===== src/rtl/alu_flag_pkg.sv =====
package alu_flag_pkg;

  typedef enum logic [2:0] {
    OP_ADD = 3'd0,
    OP_SUB = 3'd1,
    OP_AND = 3'd2,
    OP_OR  = 3'd3,
    OP_XOR = 3'd4
  } op_e;

  localparam int FLAG_W     = 6;
  localparam int NIBBLE_W   = 4;
  localparam int PARITY_W   = 8;

  localparam int FB_CARRY   = 0;
  localparam int FB_PARITY  = 1;
  localparam int FB_AUX     = 2;
  localparam int FB_ZERO    = 3;
  localparam int FB_SIGN    = 4;
  localparam int FB_OVF     = 5;

  // field order matches FB_* bit positions
  typedef struct packed {
    logic ovf;
    logic sign;
    logic zero;
    logic aux;
    logic parity;
    logic carry;
  } flags_t;

endpackage


===== src/rtl/alu_flag_arith.sv =====
module alu_flag_arith
  import alu_flag_pkg::*;
#(
  parameter int WIDTH = 32
) (
  input  logic [WIDTH-1:0] a_i,
  input  logic [WIDTH-1:0] b_i,
  input  logic             sub_i,
  output logic [WIDTH-1:0] res_o,
  output logic             carry_o,
  output logic             aux_o,
  output logic             ovf_o
);
  localparam int MSB = WIDTH - 1;

  logic [WIDTH-1:0]    b_eff;
  logic [WIDTH:0]      sum_full;
  logic [NIBBLE_W:0]   sum_nib;

  // subtract as a + ~b + 1; carry-outs invert to give borrows
  assign b_eff    = sub_i ? ~b_i : b_i;
  assign sum_full = {1'b0, a_i} + {1'b0, b_eff} + {{WIDTH{1'b0}}, sub_i};
  assign sum_nib  = {1'b0, a_i[NIBBLE_W-1:0]} + {1'b0, b_eff[NIBBLE_W-1:0]}
                  + {{NIBBLE_W{1'b0}}, sub_i};

  assign res_o   = sum_full[WIDTH-1:0];
  assign carry_o = sum_full[WIDTH] ^ sub_i;
  assign aux_o   = sum_nib[NIBBLE_W] ^ sub_i;
  assign ovf_o   = (a_i[MSB] == b_eff[MSB]) && (sum_full[MSB] != a_i[MSB]);

endmodule


===== src/rtl/alu_flag_logic.sv =====
module alu_flag_logic
  import alu_flag_pkg::*;
#(
  parameter int WIDTH = 32
) (
  input  logic [WIDTH-1:0] a_i,
  input  logic [WIDTH-1:0] b_i,
  input  op_e              op_i,
  output logic [WIDTH-1:0] res_o
);
  always_comb begin
    unique case (op_i)
      OP_AND:  res_o = a_i & b_i;
      OP_OR:   res_o = a_i | b_i;
      default: res_o = a_i ^ b_i;
    endcase
  end
endmodule


===== src/rtl/alu_flag_eval.sv =====
module alu_flag_eval
  import alu_flag_pkg::*;
#(
  parameter int WIDTH = 32
) (
  input  logic [WIDTH-1:0] res_i,
  output logic             zero_o,
  output logic             sign_o,
  output logic             parity_o
);
  assign zero_o   = ~|res_i;
  assign sign_o   = res_i[WIDTH-1];
  assign parity_o = ~^res_i[PARITY_W-1:0];
endmodule


===== src/rtl/alu_flag_unit.sv =====
module alu_flag_unit
  import alu_flag_pkg::*;
#(
  parameter int WIDTH = 32
) (
  input  logic                  clk_i,
  input  logic                  rst_ni,
  input  logic                  valid_i,
  input  logic [2:0]            op_i,
  input  logic [WIDTH-1:0]      a_i,
  input  logic [WIDTH-1:0]      b_i,
  output logic                  valid_o,
  output logic [WIDTH-1:0]      result_o,
  output logic [FLAG_W-1:0]     flags_o
);
  op_e              op;
  logic             legal, is_arith, accept;
  logic [WIDTH-1:0] arith_res, logic_res, res_d;
  logic             arith_cf, arith_af, arith_of;
  logic             zf, sf, pf;
  flags_t           flags_d, flags_q;
  logic [WIDTH-1:0] result_q;
  logic             valid_q;

  assign op       = op_e'(op_i);
  assign legal    = (op_i <= 3'(OP_XOR));
  assign is_arith = (op == OP_ADD) || (op == OP_SUB);
  assign accept   = valid_i && legal;

  alu_flag_arith #(.WIDTH(WIDTH)) u_arith (
    .a_i    (a_i),
    .b_i    (b_i),
    .sub_i  (op == OP_SUB),
    .res_o  (arith_res),
    .carry_o(arith_cf),
    .aux_o  (arith_af),
    .ovf_o  (arith_of)
  );

  alu_flag_logic #(.WIDTH(WIDTH)) u_logic (
    .a_i  (a_i),
    .b_i  (b_i),
    .op_i (op),
    .res_o(logic_res)
  );

  assign res_d = is_arith ? arith_res : logic_res;

  alu_flag_eval #(.WIDTH(WIDTH)) u_eval (
    .res_i   (res_d),
    .zero_o  (zf),
    .sign_o  (sf),
    .parity_o(pf)
  );

  always_comb begin
    flags_d.ovf    = is_arith & arith_of;
    flags_d.sign   = sf;
    flags_d.zero   = zf;
    flags_d.aux    = is_arith & arith_af;
    flags_d.parity = pf;
    flags_d.carry  = is_arith & arith_cf;
  end

  always_ff @(posedge clk_i or negedge rst_ni) begin
    if (!rst_ni) begin
      valid_q  <= 1'b0;
      result_q <= '0;
      flags_q  <= '0;
    end else begin
      valid_q <= accept;
      if (accept) begin
        result_q <= res_d;
        flags_q  <= flags_d;
      end
    end
  end

  assign valid_o  = valid_q;
  assign result_o = result_q;
  assign flags_o  = flags_q;

endmodule


===== config.mk =====
export PLATFORM = sky130hd
export DESIGN_NAME = alu_flag_unit
export DESIGN_NICKNAME = d
export VERILOG_FILES = /design/src/rtl/alu_flag_pkg.sv /design/src/rtl/alu_flag_arith.sv /design/src/rtl/alu_flag_logic.sv /design/src/rtl/alu_flag_eval.sv /design/src/rtl/alu_flag_unit.sv
export SDC_FILE = /design/constraint.sdc
export NUM_CORES = 1
export LEC_CHECK = 0
export BUFFER_PORTS_ARGS = -buffer_cell sky130_fd_sc_hd__buf_4
export CAP_MARGIN = 20
export CORE_MARGIN = 5
export CORE_UTILIZATION = 62
export CTS_CLUSTER_DIAMETER = 150
export CTS_CLUSTER_SIZE = 24
export DETAILED_ROUTE_END_ITERATION = 10
export HOLD_SLACK_MARGIN = 0.1
export PLACE_DENSITY = 0.88
export SETUP_SLACK_MARGIN = 0.02
export SYNTH_ARGS = -nofsm -noshare
export SYNTH_HDL_FRONTEND = slang
export SYNTH_SLANG_ARGS = --single-unit
export TNS_END_PERCENT = 50

===== constraint.sdc =====
create_clock -name clk_i -period 2 [get_ports clk_i]
set_input_delay 0.2 -clock clk_i [delete_from_list [all_inputs] [get_ports clk_i]]
set_output_delay 0.2 -clock clk_i [all_outputs]
set_load 0.01 [all_outputs]

==> results.md, run 1 <==
- Most common cell in the netlist: ha_1
- Syn_nets: approximately 920
- Synth Flop Type: dfrtp_1
- Routability cong.: between 1 and 1.5
- Stop stage: 5_1_grt
- Top Ports: roughly 110
- #FFs+latches synth: 38
- Num CTS Buffers: 5
- Post-place setup slack: -1.87 ns
- Post-synth EDFFs: 0
- Num rows: 35
- YS warnings: 0
- # clock sinks: 38
- GR repair worst EP: flags_o[3]$_DFFE_PN0P_/D
- Sequential-to-total area share from yosys stat: between 10% and 20%
- Synth top area cells: ha_1 22%, dfrtp_1 17%, xnor2_1 6.9%
- Cell accounting for the most synthesized area: ha_1
- Distinct cell type count after synthesis: between 60 and 70
- # H-tree levels: 2
- Mapped Area: about 5700 µm²
- First error in the log: [ERROR DPL-0038] Utilization greater than 100%, impossible to legalize
- Inst Count DP: 1,119
- Avg Cell Area, Syn: about 7.7 µm²
- Dpl hpwl: ~18 mm
- Die W: approximately 110 µm
- Commonest cells in the netlist: 102 x ha_1, 85 x inv_1, 84 x nand2_1
- Worst endpoint pin kind: register input
- Syn Inst Count: roughly 740
- Clock tree buffer depth: 2
- Root buf cell: clkbuf_8
- Async S/R FF share, synth: between 90% and 100%
- Port-buffer cells: about 110
- Status: aborted with a tool error
- Die height: approximately 110 µm
- Initial core utilization: between 60% and 70%
- Top-area cell type share of the netlist area: ~22%
- Largest net degree at the start of global routing: 59
-- cell families after synthesis --
group | after synthesis | synth area share [%]
compound gates | 203 | 23.6
xor+xnor | 55 | 8.40
fa+ha+maj | 103 | 22.6
buf+inv | 125 | 8.51
flops | 38 | 16.6
mux | 25 | 4.54
simple gates | 193 | 15.7
-- through the flow --
stage	utilization (%)	instance area, µm²	hold slack [ns]
after floorplan	-	5890	-0.0956
after global placement	89.0	8100	0.171
after detailed placement	89.0	8100	0.179
after CTS	95.5	8700	0.287
-- timing repair --
item / CTS
pin swaps: 52
gates resized for setup: 92
setup buffers: 16
endpoints found under the setup margin: 35
endpoints found under the hold margin: 38
hold buffers: 1
==> run 2, diff against run 1 <==
--- a/config.mk
+++ b/config.mk
@@ -8,13 +8,9 @@
 export BUFFER_PORTS_ARGS = -buffer_cell sky130_fd_sc_hd__buf_4
 export CAP_MARGIN = 20
 export CORE_MARGIN = 5
-export CORE_UTILIZATION = 62
-export CTS_CLUSTER_DIAMETER = 150
-export CTS_CLUSTER_SIZE = 24
+export CORE_UTILIZATION = 40
 export DETAILED_ROUTE_END_ITERATION = 10
-export HOLD_SLACK_MARGIN = 0.1
-export PLACE_DENSITY = 0.88
-export SETUP_SLACK_MARGIN = 0.02
+export PLACE_DENSITY_LB_ADDON = 0.15
 export SYNTH_ARGS = -nofsm -noshare
 export SYNTH_HDL_FRONTEND = slang
 export SYNTH_SLANG_ARGS = --single-unit
==> run 2 against run 1 <==
- synthesized cell count unchanged
- synthesized area is the same
- the flow now finishes, with violations (negative setup slack)
==> results.md, run 2 <==
- Status: complete, but fails checks
- Failing checks: negative setup slack
- R2r startpoint: flags_o[2]
- Syn_nets: 915 (unchanged)
- Num CTS Buffers: 5 (unchanged)
- Dpl hpwl: 16.3 mm (-9.1%)
- Post-synth EDFFs: 0 (unchanged)
- Hold_sp: valid_i
- Slowest cell on the critical path: ha_1
- Syn Inst Count: 742 (unchanged)
- WL per Instance: between 15 and 20 µm
- Most common cell in the netlist: ha_1
- Vias in the first global route: 6,650
- Top Ports: 109 (unchanged)
- Critical path launch point type: primary input
- Max Clock Skew: 0 ns
- Largest net degree at the start of global routing: a little under 60
- Hold Crit Class: primary input to flip-flop
- Share of cells above drive strength 1: 47.7%
- Max frequency: 293 MHz
- Clk Latency, worst-skew pair: between 0.2 and 0.3 ns
- Core Area: around 14,000 µm²
- Top-area cell type share of the netlist area: 22.3% (unchanged)
- Grt ovf: 0
- YS warnings: 0 (unchanged)
- Maxcap violations: 0
- Clk slew on worst S/H paths: roughly 0.050 ns
- # H-tree levels: 2 (unchanged)
- Die area: ~17,000 µm²
- Final nets: 1,256
- Max FFs per register: 31
- Most frequent cells in the layout: 344 x buf_4, 90 x ha_1, 84 x inv_1, 76 x nand2_1, 39 x o21ai_0
- Worst Path Required: roughly 2.2 ns
- Final min period: 3.41 ns
- Gr usage total: a little under a quarter
- Critical path launch point: op_i[1]
- Iter 0 DRT Violations: around 380
- CTS tree: yes
- Crit. End Element: flip-flop
- Drt drc: 0
- Commonest cells in the netlist: 102 x ha_1, 85 x inv_1, 84 x nand2_1
- Die height: 130 µm (+22%)
- Avg Cell Area, Syn: 7.72 µm² (unchanged)
- Port-buffer cells: 108 (unchanged)
- Synth Flop Type: dfrtp_1
- Async S/R FF share, synth: 100% (unchanged)
- #FFs+latches synth: 38 (unchanged)
- Setup ws final: -1.41 ns
- Antenna cells: 0
- CP peak stage delay: about 0.38 ns
- Final setup viols: 35
- Vias/cell: approximately 5.3
- Crit path kind: primary input to flip-flop
- Fin crit share: 170%
- Critical path arrival: 3.63 ns
- Distinct cell type count after synthesis: 67 (unchanged)
- Initial core utilization: 41.0% (-22 points)
- Root buf cell: clkbuf_16
- Synth-to-layout area growth: 70.1%
- ANT nets after route: 0
- Drt pass-1 iters: 4
- Buf+Inv Stages, Crit Path: 7
- Maximum VDD drop: between 0.2 and 0.3 mV
- CP Cell Sequence: buf_6, nor2_4, and2_4, buf_6, buf_6, buf_8, buf_8, xnor2_2, ha_1, a21o_1, a21o_1, a21o_1, buf_4, buf_4, nand2b_1, a211o_1, nand3_1, o32ai_2, nand4_1, nor4b_2, a32o_1
- TNS Setup: -31.01 ns
- P_leak: a little under 5 nW
- Mapped Area: 5730 µm² (unchanged)
- Final hold viol count: 0
- # clock sinks: 38 (unchanged)
- Initial antenna violation count: 1
- Relative slew margins: a little under three fifths
- Vias: 6,692
- Max-slew violations: 0
- Util after Layout: 69.7%
- Die W: 130 µm (+22%)
- Synth top area cells: ha_1 22%, dfrtp_1 17%, xnor2_1 6.9%
- Commonest non-fill, non-tap cell in the layout: buf_4
- Routability cong.: 0.952 (-9.0%)
- Cell accounting for the most synthesized area: ha_1
- First-pass GRT wire length: between 30 and 40 mm
- Worst-path fanout max: 6
- Clock tree buffer depth: 2 (unchanged)
- Tightest Pin Transition: between 0.6 and 0.7 ns
- Sequential-to-total area share from yosys stat: 16.6% (unchanged)
- PwrDens: around 530 nW/µm²
- Num rows: 43 (+23%)
- Unrepaired setup endpoints after global routing: true
- CP delay by family, top: compound AO/OA/AOI/OAI gates
- Final WL: approximately 21 mm
-- run 2: cell counts after synthesis --
No cell type changed its count.
-- run 2: final timing paths --
path | end | slack (ns) | cells after the start
min reg2reg | result_o[26] | 0.48 | 2
min | flags_o[0] | 0.25 | 3
max in group asynchronous | result_o[27] | 1.25 | 2
max reg2reg | flags_o[2] | 0.99 | 2
max | flags_o[3] | -1.41 | 21
min in group asynchronous | result_o[2] | 0.42 | 2
-- run 2: worst register-to-register path, delay by kind of cell, from the launching register on --
kind / cells / cell delay (ns)
AO/OA/AOI/OAI: 2 / 0.49
flip-flops: 1 / 0.40
-- run 2: cell families (layout without fill, tap and decap cells) --
| family | count (synthesis) | count (layout) | share of synthesized area (%) |
|---|---|---|---|
| compound gates | 203 | 203 | 23.6 |
| xor+xnor | 55 | 55 | 8.40 |
| fa+ha+maj | 103 | 103 | 22.6 |
| buf+inv | 125 | 467 | 8.51 |
| flops | 38 | 38 | 16.6 |
| simple gates | 193 | 193 | 15.7 |
| mux | 25 | 25 | 4.54 |
-- run 2: report_power, final --
group          switching, mW  leakage, nW  internal (mW)
Clock                  0.287       0.0739          0.493
Combinational           1.62         4.28           1.79
Sequential            0.0854        0.465          0.920
-- run 2: metrics by stage --
stage,instance area (µm²),hold WS [ns],instances,worst slack [ns],power (mW)
after floorplan,5890,-0.0956,742,-1.73,2.39
after global placement,8390,0.184,1217,-1.77,3.77
after detailed placement,8390,0.187,1217,-1.81,3.82
after CTS,9000,0.251,1239,-1.37,4.85
after global routing,9750,0.266,1264,-1.59,5.54
final,9750,0.246,1264,-1.41,5.19
-- run 2: final cells by class --
class | instances | area, µm²
tap | 180 | 225
fill | 1095 | 4240
clock buffer | 7 | 143
multi-input combinational | 579 | 5170
sequential | 38 | 951
clock inverter | 1 | 5.00
inverter | 86 | 323
timing repair buffer | 373 | 2930
-- run 2: metal layers --
layer,routed length (µm),vias up,global-route usage [%]
met4,591,2,7.76
met5,7,-,0
met1,8990,3143,31.1
met3,1410,50,2.50
met2,10100,196,41.5
li1,-,3301,-
-- run 2: timing repair --
action | CTS | global route
pin swaps | 50 | 56
hold buffers | 1 | 0
setup buffers | 13 | 30
setup endpoints to repair | 35 | 35
resized for setup | 81 | 99
hold endpoints to repair | 38 | 0
cloned | 0 | 0
Power figures use the tool's default switching activity.
